$ cat config.mk
export PLATFORM = sky130hd
export DESIGN_NAME = hdlc_cps_formatter
export DESIGN_NICKNAME = d
export VERILOG_FILES = /design/src/rtl/hcf_pkg.sv /design/src/rtl/hcf_buf.sv /design/src/rtl/hcf_rx.sv /design/src/rtl/hcf_tx.sv /design/src/rtl/hdlc_cps_formatter.sv
export SDC_FILE = /design/constraint.sdc
export NUM_CORES = 1
export LEC_CHECK = 0
export BUFFER_PORTS_ARGS = -buffer_cell sky130_fd_sc_hd__buf_2
export CELL_PAD_IN_SITES_DETAIL_PLACEMENT = 0
export CELL_PAD_IN_SITES_GLOBAL_PLACEMENT = 2
export CORE_MARGIN = 1.5
export CORE_UTILIZATION = 45
export DETAILED_ROUTE_END_ITERATION = 7
export GPL_ROUTABILITY_DRIVEN = 0
export PLACE_DENSITY_LB_ADDON = 0.25
export SYNTH_ARGS = -nofsm -noshare
export SYNTH_HDL_FRONTEND = slang
export SYNTH_SLANG_ARGS = --single-unit
$ cat constraint.sdc
create_clock -name clk -period 4.6 [get_ports clk]
set_clock_uncertainty 0.05 [all_clocks]
set_input_delay 0.23 -clock clk [delete_from_list [all_inputs] [get_ports clk]]
set_output_delay 0.23 -clock clk [all_outputs]
set_load 0.005 [all_outputs]
$ cat src/rtl/hcf_pkg.sv
package hcf_pkg;
  localparam int HDR_B = 3;
  localparam int CRC_B = 2;
  localparam int LI_W  = 6;
  localparam int UUI_W = 5;
  localparam int HEC_W = 5;

  function automatic logic [HEC_W-1:0] hec5(input logic [18:0] m);
    logic [HEC_W-1:0] c;
    logic fb;
    c = '0;
    for (int i = 18; i >= 0; i--) begin
      fb = c[4] ^ m[i];
      c  = {c[3:0], 1'b0} ^ (fb ? 5'h05 : 5'h00);
    end
    return c;
  endfunction
endpackage

$ cat src/rtl/hcf_buf.sv
module hcf_buf #(
  parameter int DEPTH = 64,
  parameter int DW    = 8,
  localparam int AW   = $clog2(DEPTH)
) (
  input  logic          clk,
  input  logic          we,
  input  logic [AW-1:0] wa,
  input  logic [DW-1:0] wd,
  input  logic [AW-1:0] ra,
  output logic [DW-1:0] rd
);
  logic [DW-1:0] mem [DEPTH];

  always_ff @(posedge clk) begin
    if (we) mem[wa] <= wd;
    rd <= mem[ra];
  end
endmodule

$ cat src/rtl/hcf_rx.sv
module hcf_rx
  import hcf_pkg::*;
#(
  parameter int BUF_DEPTH = 64,
  parameter int MAX_PAY   = 45,
  localparam int AW       = $clog2(BUF_DEPTH),
  localparam int CW       = AW + 1
) (
  input  logic             clk,
  input  logic             rst,
  input  logic             accept,
  input  logic [7:0]       in_data,
  input  logic             in_sop,
  input  logic             in_eop,
  input  logic             raw_mode,
  input  logic [1:0]       addr_len,
  output logic             we,
  output logic [AW-1:0]    waddr,
  output logic [7:0]       wdata,
  output logic             go,
  output logic [LI_W-1:0]  len,
  output logic             off_raw,
  output logic [UUI_W-1:0] uui,
  output logic             err
);
  localparam logic [CW-1:0] FULL = CW'(BUF_DEPTH);
  localparam logic [CW-1:0] LO_N = CW'(CRC_B + 1);
  localparam logic [CW-1:0] LO_R = CW'(HDR_B + CRC_B + 1);
  localparam logic [CW-1:0] HI_N = CW'(CRC_B + MAX_PAY);
  localparam logic [CW-1:0] HI_R = CW'(HDR_B + CRC_B + MAX_PAY);
  localparam logic [CW-1:0] TRIM_N = CW'(CRC_B);
  localparam logic [CW-1:0] TRIM_R = CW'(HDR_B + CRC_B);

  logic [1:0]       pos_q, alen_q, cp, al, addr_eff, pos_nx;
  logic             raw_q, inpkt_q, rm, live, is_ctrl, is_body, fine;
  logic [CW-1:0]    wcnt_q, wc, wc_nx, plen_full;
  logic [UUI_W-1:0] ctrl_q;
  logic [1:0]       hb1_q;
  logic [2:0]       hb2_q;

  always_comb begin
    addr_eff  = (addr_len == 2'd3) ? 2'd2 : addr_len;
    cp        = in_sop ? 2'd0 : pos_q;
    al        = in_sop ? addr_eff : alen_q;
    rm        = in_sop ? raw_mode : raw_q;
    wc        = in_sop ? '0 : wcnt_q;
    live      = accept && (in_sop || inpkt_q);
    is_ctrl   = live && (cp == al);
    is_body   = live && (cp > al);
    we        = is_body && (wc < FULL);
    waddr     = wc[AW-1:0];
    wdata     = in_data;
    wc_nx     = we ? wc + CW'(1) : wc;
    pos_nx    = (cp == 2'd3) ? cp : cp + 2'd1;
    fine      = rm ? (wc_nx >= LO_R && wc_nx <= HI_R)
                   : (wc_nx >= LO_N && wc_nx <= HI_N);
    plen_full = wc_nx - (rm ? TRIM_R : TRIM_N);
  end

  always_ff @(posedge clk) begin
    if (rst) begin
      pos_q <= '0; alen_q <= '0; raw_q <= 1'b0; inpkt_q <= 1'b0;
      wcnt_q <= '0; ctrl_q <= '0; hb1_q <= '0; hb2_q <= '0;
      go <= 1'b0; len <= '0; off_raw <= 1'b0; uui <= '0; err <= 1'b0;
    end else begin
      go <= 1'b0;
      if (live) begin
        pos_q   <= pos_nx;
        wcnt_q  <= wc_nx;
        inpkt_q <= !in_eop;
        if (in_sop) begin
          alen_q <= addr_eff;
          raw_q  <= raw_mode;
        end
        if (is_ctrl) ctrl_q <= in_data[7:3];
        if (is_body && wc == CW'(1)) hb1_q <= in_data[1:0];
        if (is_body && wc == CW'(2)) hb2_q <= in_data[7:5];
        if (in_eop) begin
          if (fine) begin
            go      <= 1'b1;
            len     <= plen_full[LI_W-1:0];
            off_raw <= rm;
            uui     <= rm ? {hb1_q, hb2_q} : ctrl_q;
          end else begin
            err <= 1'b1;
          end
        end
      end
    end
  end
endmodule

$ cat src/rtl/hcf_tx.sv
module hcf_tx
  import hcf_pkg::*;
#(
  parameter int BUF_DEPTH = 64,
  localparam int AW       = $clog2(BUF_DEPTH)
) (
  input  logic             clk,
  input  logic             rst,
  input  logic             go,
  input  logic [LI_W-1:0]  len,
  input  logic             off_raw,
  input  logic [UUI_W-1:0] uui,
  input  logic [7:0]       cid_cfg,
  input  logic [7:0]       rd_data,
  output logic [AW-1:0]    rd_addr,
  output logic             busy,
  output logic             out_valid,
  output logic [7:0]       out_data,
  output logic             out_last,
  input  logic             out_ready
);
  logic [7:0]       cid_q;
  logic [LI_W-1:0]  li_q, li_in;
  logic [UUI_W-1:0] uui_q;
  logic [HEC_W-1:0] hec_q;
  logic [AW-1:0]    rptr_q;
  logic [6:0]       si_q, last_q;
  logic             ld, adv, at_end;
  logic [7:0]       nxt;

  always_comb begin
    li_in   = len - LI_W'(1);
    ld      = busy && (!out_valid || out_ready);
    adv     = ld && (si_q >= 7'(HDR_B));
    rd_addr = adv ? rptr_q + AW'(1) : rptr_q;
    at_end  = (si_q == last_q);
    case (si_q)
      7'd0:    nxt = cid_q;
      7'd1:    nxt = {li_q, uui_q[4:3]};
      7'd2:    nxt = {uui_q[2:0], hec_q};
      default: nxt = rd_data;
    endcase
  end

  always_ff @(posedge clk) begin
    if (rst) begin
      busy <= 1'b0; out_valid <= 1'b0; out_data <= '0; out_last <= 1'b0;
      cid_q <= '0; li_q <= '0; uui_q <= '0; hec_q <= '0;
      rptr_q <= '0; si_q <= '0; last_q <= '0;
    end else begin
      if (go) begin
        busy   <= 1'b1;
        si_q   <= '0;
        cid_q  <= cid_cfg;
        li_q   <= li_in;
        uui_q  <= uui;
        hec_q  <= hec5({cid_cfg, li_in, uui});
        rptr_q <= off_raw ? AW'(HDR_B) : '0;
        last_q <= {1'b0, len} + 7'(HDR_B - 1);
      end
      if (ld) begin
        out_valid <= 1'b1;
        out_data  <= nxt;
        out_last  <= at_end;
        si_q      <= si_q + 7'd1;
        if (adv) rptr_q <= rptr_q + AW'(1);
        if (at_end) busy <= 1'b0;
      end else if (out_ready) begin
        out_valid <= 1'b0;
      end
    end
  end
endmodule

$ cat src/rtl/hdlc_cps_formatter.sv
module hdlc_cps_formatter
  import hcf_pkg::*;
#(
  parameter int BUF_DEPTH = 64,
  parameter int MAX_PAY   = 45,
  localparam int AW       = $clog2(BUF_DEPTH)
) (
  input  logic       clk,
  input  logic       rst,
  input  logic       raw_mode,
  input  logic [1:0] addr_len,
  input  logic [7:0] cid_cfg,
  input  logic       in_valid,
  input  logic [7:0] in_data,
  input  logic       in_sop,
  input  logic       in_eop,
  output logic       in_ready,
  output logic       out_valid,
  output logic [7:0] out_data,
  output logic       out_last,
  input  logic       out_ready,
  output logic       err
);
  logic             we, go, off_raw, busy;
  logic [AW-1:0]    waddr, rd_addr;
  logic [7:0]       wdata, rd_data;
  logic [LI_W-1:0]  len;
  logic [UUI_W-1:0] uui;

  assign in_ready = !(busy || go);

  hcf_rx #(.BUF_DEPTH(BUF_DEPTH), .MAX_PAY(MAX_PAY)) u_rx (
    .clk(clk), .rst(rst), .accept(in_valid && in_ready),
    .in_data(in_data), .in_sop(in_sop), .in_eop(in_eop),
    .raw_mode(raw_mode), .addr_len(addr_len),
    .we(we), .waddr(waddr), .wdata(wdata),
    .go(go), .len(len), .off_raw(off_raw), .uui(uui), .err(err)
  );

  hcf_buf #(.DEPTH(BUF_DEPTH), .DW(8)) u_buf (
    .clk(clk), .we(we), .wa(waddr), .wd(wdata), .ra(rd_addr), .rd(rd_data)
  );

  hcf_tx #(.BUF_DEPTH(BUF_DEPTH)) u_tx (
    .clk(clk), .rst(rst), .go(go), .len(len), .off_raw(off_raw), .uui(uui),
    .cid_cfg(cid_cfg), .rd_data(rd_data), .rd_addr(rd_addr), .busy(busy),
    .out_valid(out_valid), .out_data(out_data), .out_last(out_last),
    .out_ready(out_ready)
  );
endmodule

==> results of run 1 <==
## layer usage
layer	vias up	part of all wire (%)	global-route usage, %
met3	147	6.5	3.79
li1	9274	-	-
met2	790	47	43.0
met5	-	0	0
met4	0	3.2	8.88
met1	10500	43	37.5
## layout make-up
type	count	area [µm²]
Fill cell	5323	29900
Sequential cell	612	17400
Multi-Input combinational cell	1439	9920
Clock buffer	84	1790
Timing Repair Buffer	166	1280
Tap cell	837	1050
Clock inverter	38	313
Inverter	17	63.8
## through the flow
stage | std cells | power, mW
3_5_place_dp | 3058 | 6.49
6_report | 3193 | 11.6
5_1_grt | 3193 | 11.9
4_1_cts | 3193 | 11.7
2_1_floorplan | 2260 | 6.32
3_3_place_gp | 3058 | 6.48
## registers in the layout, summed over array words and instances (netlist names), 7 cells and up
| signal | cells |
|---|---|
| u_tx.out_data | 8 |
| u_tx.si_q | 7 |
| u_buf.mem | 512 |
| u_rx.wcnt_q | 7 |
| u_buf.rd | 8 |
| u_tx.cid_q | 8 |
| u_tx.last_q | 7 |
## cells by family (layout without fill, tap and decap cells)
group                      Yosys count  count (layout)  synth area share [%]
DFF                                612             612                  61.8
AOI/OAI and AO/OA                  729             729                  18.3
buffers and inverters              209             305                  3.12
adders and majority gates           18              18                 0.828
muxes                              122             122                  5.17
xor gates and xnor gates            55              55                  1.92
and+or+nand+nor                    515             515                  8.84
## worst reg2reg max path: stages (launching register included)
cell       delay (ns)
dfxtp_1          0.38
ha_1             0.27
nor4_1           0.26
and2_2           0.48
nor3_1           0.14
a2bb2oi_2        0.75
nand2b_1         0.50
o32ai_1          0.29
nor4_1           0.88
o32ai_1          0.18
## power by group
part / switching [mW] / internal, mW
logic: 0.230 / 0.123
registers: 0.0122 / 6.01
clock network: 2.23 / 3.00
## synthesized netlist by cell type (17+ instances only)
cell type  count  area share [%]
buf_1         31            0.41
ha_1          17            0.76
nor3_1        73             1.3
or3_1         59             1.3
nor2b_1       17            0.38
xnor2_1       37             1.2
mux2i_1       71             2.5
mux2_2        36             1.4
clkbuf_1      99             1.3
nand3_1       31            0.55
o221ai_1      95             3.0
o2111ai_1     21            0.65
a21oi_1       58             1.0
a211oi_1      59             1.6
nand2_1       83             1.1
edfxtp_1     512              55
o311ai_0      21            0.65
nor4_1        23            0.51
nor2_1       176             2.4
buf_2         59             1.1
o32ai_1       22            0.69
dfxtp_1      100             7.1
and3_1        19            0.42
o22a_1        21            0.65
o22ai_1      278             6.2
o21ai_0       60             1.1
## placed cells by master (no fill, tap or decap), types with 59 or more instances in the layout
cell       Yosys  layout
clkbuf_16      0      69
o22ai_1      278     278
buf_4          1     110
o21ai_0       60      60
or3_1         59      59
nor2_1       176     175
mux2i_1       71      71
edfxtp_1     512     512
nor3_1        73      72
nand2_1       83      82
o221ai_1      95      95
dfxtp_1      100      97
## worst min path at each step
stage | startpoint | end | slack, ns | cells past startpoint
2_1_floorplan | in_data[0] | u_buf.mem[0][0]$_DFFE_PP_ | 0.28 | 0
3_3_place_gp | u_rx.wcnt_q[6]$_SDFFE_PP0P_ | u_rx.wcnt_q[6]$_SDFFE_PP0P_ | 0.39 | 2
3_5_place_dp | u_rx.wcnt_q[6]$_SDFFE_PP0P_ | u_rx.wcnt_q[6]$_SDFFE_PP0P_ | 0.40 | 2
4_1_cts | addr_len[1] | u_rx.alen_q[1]$_SDFFE_PP0P_ | 0.01 | 3
5_1_grt | addr_len[1] | u_rx.alen_q[1]$_SDFFE_PP0P_ | 0.03 | 3
6_report | addr_len[1] | u_rx.alen_q[1]$_SDFFE_PP0P_ | 0.03 | 3
==> summary.txt, run 1 <==
worst path buffer plus inverter count = 0
worst-skew pair later-pin latency = 0.62 ns
Min Hold Slack = 0.0347 ns
YS warnings = 0
post-DP HPWL = 54,800 µm
Netlist cell types = 76
hold buffer count at cts = 13
Setup crit end kind = flip-flop
CORE AREA = 0.0617 mm²
Worst R2R End = u_buf.rd[4]$_DFF_P_
Cell Rows = 91
final design utilization = 51.5%
setup TNS = 0 ns
CTS HTree Levels = 3
post-route cell area = 0.0318 mm²
min cycle time layout = 4.32 ns
pwr dens = 365 mW/mm²
final hold violation count = 0
CTS tree = built
Seq cells post-synth = 612
Syn Area/Cell = 12.4 µm²
Ports = 37
Req. time, crit path = 5.01 ns
fmax = 231 MHz
critical path's largest stage delay = 0.88 ns
CTS sink cnt = 612
Slew @ Worst Pin = 1.26 ns
post-route ant nets = 0
Post-layout nets = 2,347
Synth Instances = 2,260
crit start category = flip-flop
Crit Path Class = reg -> reg
vias in the first global route = 19.9k
final slew viol count = 0
first-pass GRT wire length = 128,000 µm
DRT Wirelength = 86,000 µm
Die Footprint = 0.0640 mm²
number of synthesized flops with an enable pin = 512
post-CTS sizing = 0
Root Driver = clkbuf_16
reg2reg path depth = 9
crit path cell chain = ha_1 > nor4_1 > and2_2 > nor3_1 > a2bb2oi_2 > nand2b_1 > o32ai_1 > nor4_1 > o32ai_1
placed cell area = 0.0296 mm²
layout cells sized above 1 = 13.7%
1st-pass router iterations = 5
via count = 20.7k
Slowest-stage cell, CP = nor4_1
Worst R2R Setup Slack = 0.28 ns
register area share after synthesis = 61.8%
vias per cell = 6.49
clk buf depth = 3
Initial DRC Count = 2,066
final-report setup violation count = 0
CP Max Fanout = 16
Post-Syn Nets = 2,303
port bufs = 36
P_leak = 9.86 nW
Num CTS Buffers = 68
WP depth = 9
Starting Density = 45.5%
Tot GR Track Use = 26.8%
maxcap violations = 0
diodes inserted = 0
Tcrit/Tclk final = 93.9%
total grt overflow = 0
Setup WS post-layout = 0.278 ns
RSZ-0062 raised after global routing = false
DR DRC count = 0
HP Class = in -> reg
Main synth FF type = edfxtp_1
largest net degree at the start of global routing = 92
critical path startpoint = u_tx.si_q[0]$_SDFFE_PP0P_
die height = 253 µm
status = complete, no violations
Die X = 253 µm
dpl ws = 0.380 ns
Async SR Flop Fraction = 0%
initial antenna violation count = 0
Post-Syn Area = 0.0281 mm²
reg-to-reg critical path startpoint = u_tx.si_q[0]$_SDFFE_PP0P_
post-CTS setup buffers = 0
crit path to = u_buf.rd[4]$_DFF_P_
slew margin rel. = 15.8%
Critical Path AT = 4.74 ns
Top delay family on crit path = simple AND/OR/NAND/NOR gates
VDD IR max = 0.000305 V
Reg clk slew, reported paths = 0.06 ns
Wirelength per Cell = 26.9 µm
Layout area overhead = 13.1%
Note: power is estimated with default switching activity, not from simulation.
==> run 2, diff against run 1 <==
--- a/config.mk
+++ b/config.mk
@@ -5,11 +5,12 @@
 export SDC_FILE = /design/constraint.sdc
 export NUM_CORES = 1
 export LEC_CHECK = 0
+export ABC_AREA = 1
 export BUFFER_PORTS_ARGS = -buffer_cell sky130_fd_sc_hd__buf_2
 export CELL_PAD_IN_SITES_DETAIL_PLACEMENT = 0
 export CELL_PAD_IN_SITES_GLOBAL_PLACEMENT = 2
-export CORE_MARGIN = 1.5
-export CORE_UTILIZATION = 45
+export CORE_MARGIN = 8
+export CORE_UTILIZATION = 42
 export DETAILED_ROUTE_END_ITERATION = 7
 export GPL_ROUTABILITY_DRIVEN = 0
 export PLACE_DENSITY_LB_ADDON = 0.25
==> summary.txt, run 2 <==
Tcrit/Tclk final = 76.5% (-17 points)
CP Max Fanout = 128 (+112)
Crit Path Class = reg -> reg
largest net degree at the start of global routing = 144 (+57%)
critical path's largest stage delay = 0.54 ns (-0.34 ns)
CTS tree = built
CTS sink cnt = 612 (unchanged)
vias in the first global route = 17.7k (-11%)
Die Footprint = 0.0718 mm² (+12%)
DRT Wirelength = 72,000 µm (-16%)
clock share of power = 43.6% (-1.5 points)
CTS HTree Levels = 3 (unchanged)
Tot GR Track Use = 20.0% (-6.8 points)
first-pass GRT wire length = 110,000 µm (-14%)
Gate power share = 5.1% (+2.1 points)
diodes inserted = 0 (unchanged)
post-DP HPWL = 44,600 µm (-19%)
initial antenna violation count = 1 (+1)
most common library cell in the layout ignoring fill and taps = nand2_1
switching fraction of total power = 22.4% (+1.1 points)
ranking of synthesized cells by area = edfxtp_1 58%, nand2_1 7.7%, dfxtp_1 7.5%
P_leak = 11.5 nW (+17%)
Slew @ Worst Pin = 1.05 ns (-0.205 ns)
CORE AREA = 0.0629 mm² (+1.8%)
fmax = 284 MHz (+23%)
most frequent cells in the layout = 544 x nand2_1, 512 x edfxtp_1, 298 x nand3_1, 270 x inv_1, 215 x o211ai_1
port bufs = 36 (unchanged)
main combinational cell family by area after synthesis = simple AND/OR/NAND/NOR gates
Main synth FF type = edfxtp_1
Yosys top cell area share = 57.7% (+3.0 points)
maxcap violations = 0 (unchanged)
Design Power = 11.8 mW (+1.9%)
number of synthesized flops with an enable pin = 512 (unchanged)
worst-skew pair later-pin latency = 0.61 ns (about the same)
hold buffer count at cts = 12 (-1)
setup TNS = 0 ns (unchanged)
pwr dens = 393 mW/mm² (+7.6%)
Synth Area in Compound Gates = 9.07% (-9.2 points)
status = complete, no violations
total net switching power = 2.66 mW (+7.3%)
Wirelength per Cell = 20.8 µm (-23%)
Top reg by flops = u_buf.mem
Synth Instances = 2,511 (+11%)
die height = 268 µm (+5.9%)
Synth area leader = edfxtp_1
final slew viol count = 0 (unchanged)
reg-to-reg critical path startpoint = u_tx.busy$_SDFF_PP0_
layout cells sized above 1 = 10.6% (-3.1 points)
Layout area overhead = 13.1% (about the same)
Top delay family on crit path = simple AND/OR/NAND/NOR gates
Async SR Flop Fraction = 0% (unchanged)
critical path startpoint = u_tx.busy$_SDFF_PP0_
Reg clk slew, reported paths = 0.06 ns (about the same)
Cell Rows = 92 (+1.1%)
top-count cell post-synth = nand2_1
Critical Path AT = 4.01 ns (-0.73 ns)
post-CTS sizing = 0 (unchanged)
Die X = 268 µm (+5.9%)
1st-pass router iterations = 5 (unchanged)
Reg power frac = 51.3% (-0.6 points)
internal power = 9.18 mW (+0.48%)
VDD IR max = 0.000327 V (+7.2%)
Num CTS Buffers = 68 (unchanged)
Setup crit end kind = flip-flop
final hold violation count = 0 (unchanged)
Post-Syn Nets = 2,554 (+11%)
final-report setup violation count = 0 (unchanged)
total grt overflow = 0 (unchanged)
post-route ant nets = 0 (unchanged)
mux contribution to synthesized area = 0% (-5.2 points)
Syn Area/Cell = 10.6 µm² (-15%)
vias per cell = 5.26 (-19%)
post-CTS setup buffers = 0 (unchanged)
Post-layout nets = 2,614 (+11%)
YS warnings = 0 (unchanged)
worst path buffer plus inverter count = 2 (+2)
max reg flops = 512 (unchanged)
Slowest-stage cell, CP = inv_1
Post-Synth XOR/XNOR Area = 0.723% (-1.2 points)
crit path cell chain = nand2_1 > inv_1 > nand2_2 > or2_2 > o21ai_4 > buf_12 > o211ai_1 > nand3_1 > nand3_1 > nand3_1 > nand3_1 > nand2_1
Ports = 37 (unchanged)
Hold Crit Start = in_data[2]
crit start category = flip-flop
Synth Area in Adders = 0.873% (+0.045 points)
register area share after synthesis = 65.2% (+3.4 points)
Netlist cell types = 45 (-41%)
Initial DRC Count = 1,502 (-27%)
Seq cells post-synth = 612 (unchanged)
via count = 18.2k (-12%)
Starting Density = 42.4% (-3.1 points)
DR DRC count = 0 (unchanged)
slew margin rel. = 29.5% (+14 points)
Post-Syn Area = 0.0266 mm² (-5.2%)
Crit path top cell by count = nand3_1
RSZ-0062 raised after global routing = false
Commonest cells post-synth = 545 x nand2_1, 512 x edfxtp_1, 298 x nand3_1
HP Class = in -> reg
clk buf depth = 3 (unchanged)
min cycle time layout = 3.52 ns (-0.800 ns)
Req. time, crit path = 5.09 ns (+0.08 ns)
Root Driver = clkbuf_16
post-synthesis simple-gate area fraction = 17.9% (+9.1 points)
-- run 2: cell count changes in the layout (fill, tap and decap cells not counted), sizes merged, moves of 54 or more --
cell	change
a211oi	-54
nor3	-67
inv	+258
or3	-62
o22ai	-278
nand2	+466
nand3	+271
o221ai	-95
mux2i	-71
o211ai	+213
-- run 2: path summary, 6_finish.rpt --
check / slack, ns / end / depth (start not counted)
setup / recovery: 1.08 / u_buf.rd[1]$_DFF_P_ / 12
hold / removal: 0.04 / u_buf.mem[8][2]$_DFFE_PP_ / 1
hold reg to reg: 0.40 / u_rx.hb2_q[0]$_SDFFE_PP0P_ / 2
setup reg to reg: 1.08 / u_buf.rd[1]$_DFF_P_ / 12
-- run 2: logic make-up (layout without fill, tap and decap cells) --
| family | count (synthesis) | count (layout) |
|---|---|---|
| AOI/OAI and AO/OA | 358 | 358 |
| xor gates and xnor gates | 22 | 22 |
| buffers and inverters | 410 | 518 |
| adders and majority gates | 18 | 18 |
| DFF | 612 | 612 |
| and+or+nand+nor | 1091 | 1091 |
-- run 2: metal layers --
layer / track usage (%) / vias up / routed length, µm
met3: 3.56 / 109 / 4090
met5: 0 / - / 0
met2: 30.6 / 453 / 32000
met1: 28.8 / 8800 / 33900
met4: 6.38 / 0 / 1970
li1: - / 8852 / -
-- run 2: power by group through the flow --
stage	registers, mW	clock network (mW)	logic (mW)
CTS	6.07	5.27	0.610
global placement	6.19	0	0.592
global route	6.08	5.46	0.679
finish	6.07	5.16	0.607
detailed placement	6.19	0	0.600
floorplan	6.18	0	0.357
-- run 2: layout make-up --
class                   instances  area (µm²)
clock buffers                  82        1780
clock inverters                36         300
fillers                      5854       32700
inverters                     280        1050
multi-input cells            1489        7640
flip-flops and latches        612       17400
well taps                     846        1060
repair buffers                120         916
-- run 2: stage by stage --
stage / std cells / hold slack [ns] / area [µm²] / util [%] / setup WS [ns]
6_report: 3465 / 0.0414 / 30100 / 47.9 / 1.08
3_5_place_dp: 3335 / 0.391 / 27900 / 44.4 / 1.03
3_3_place_gp: 3335 / 0.384 / 27900 / 44.4 / 1.05
5_1_grt: 3465 / 0.0375 / 30100 / 47.9 / 0.838
2_1_floorplan: 2511 / 0.279 / 26600 / - / 1.56
4_1_cts: 3465 / 0.00773 / 30100 / 47.9 / 1.06
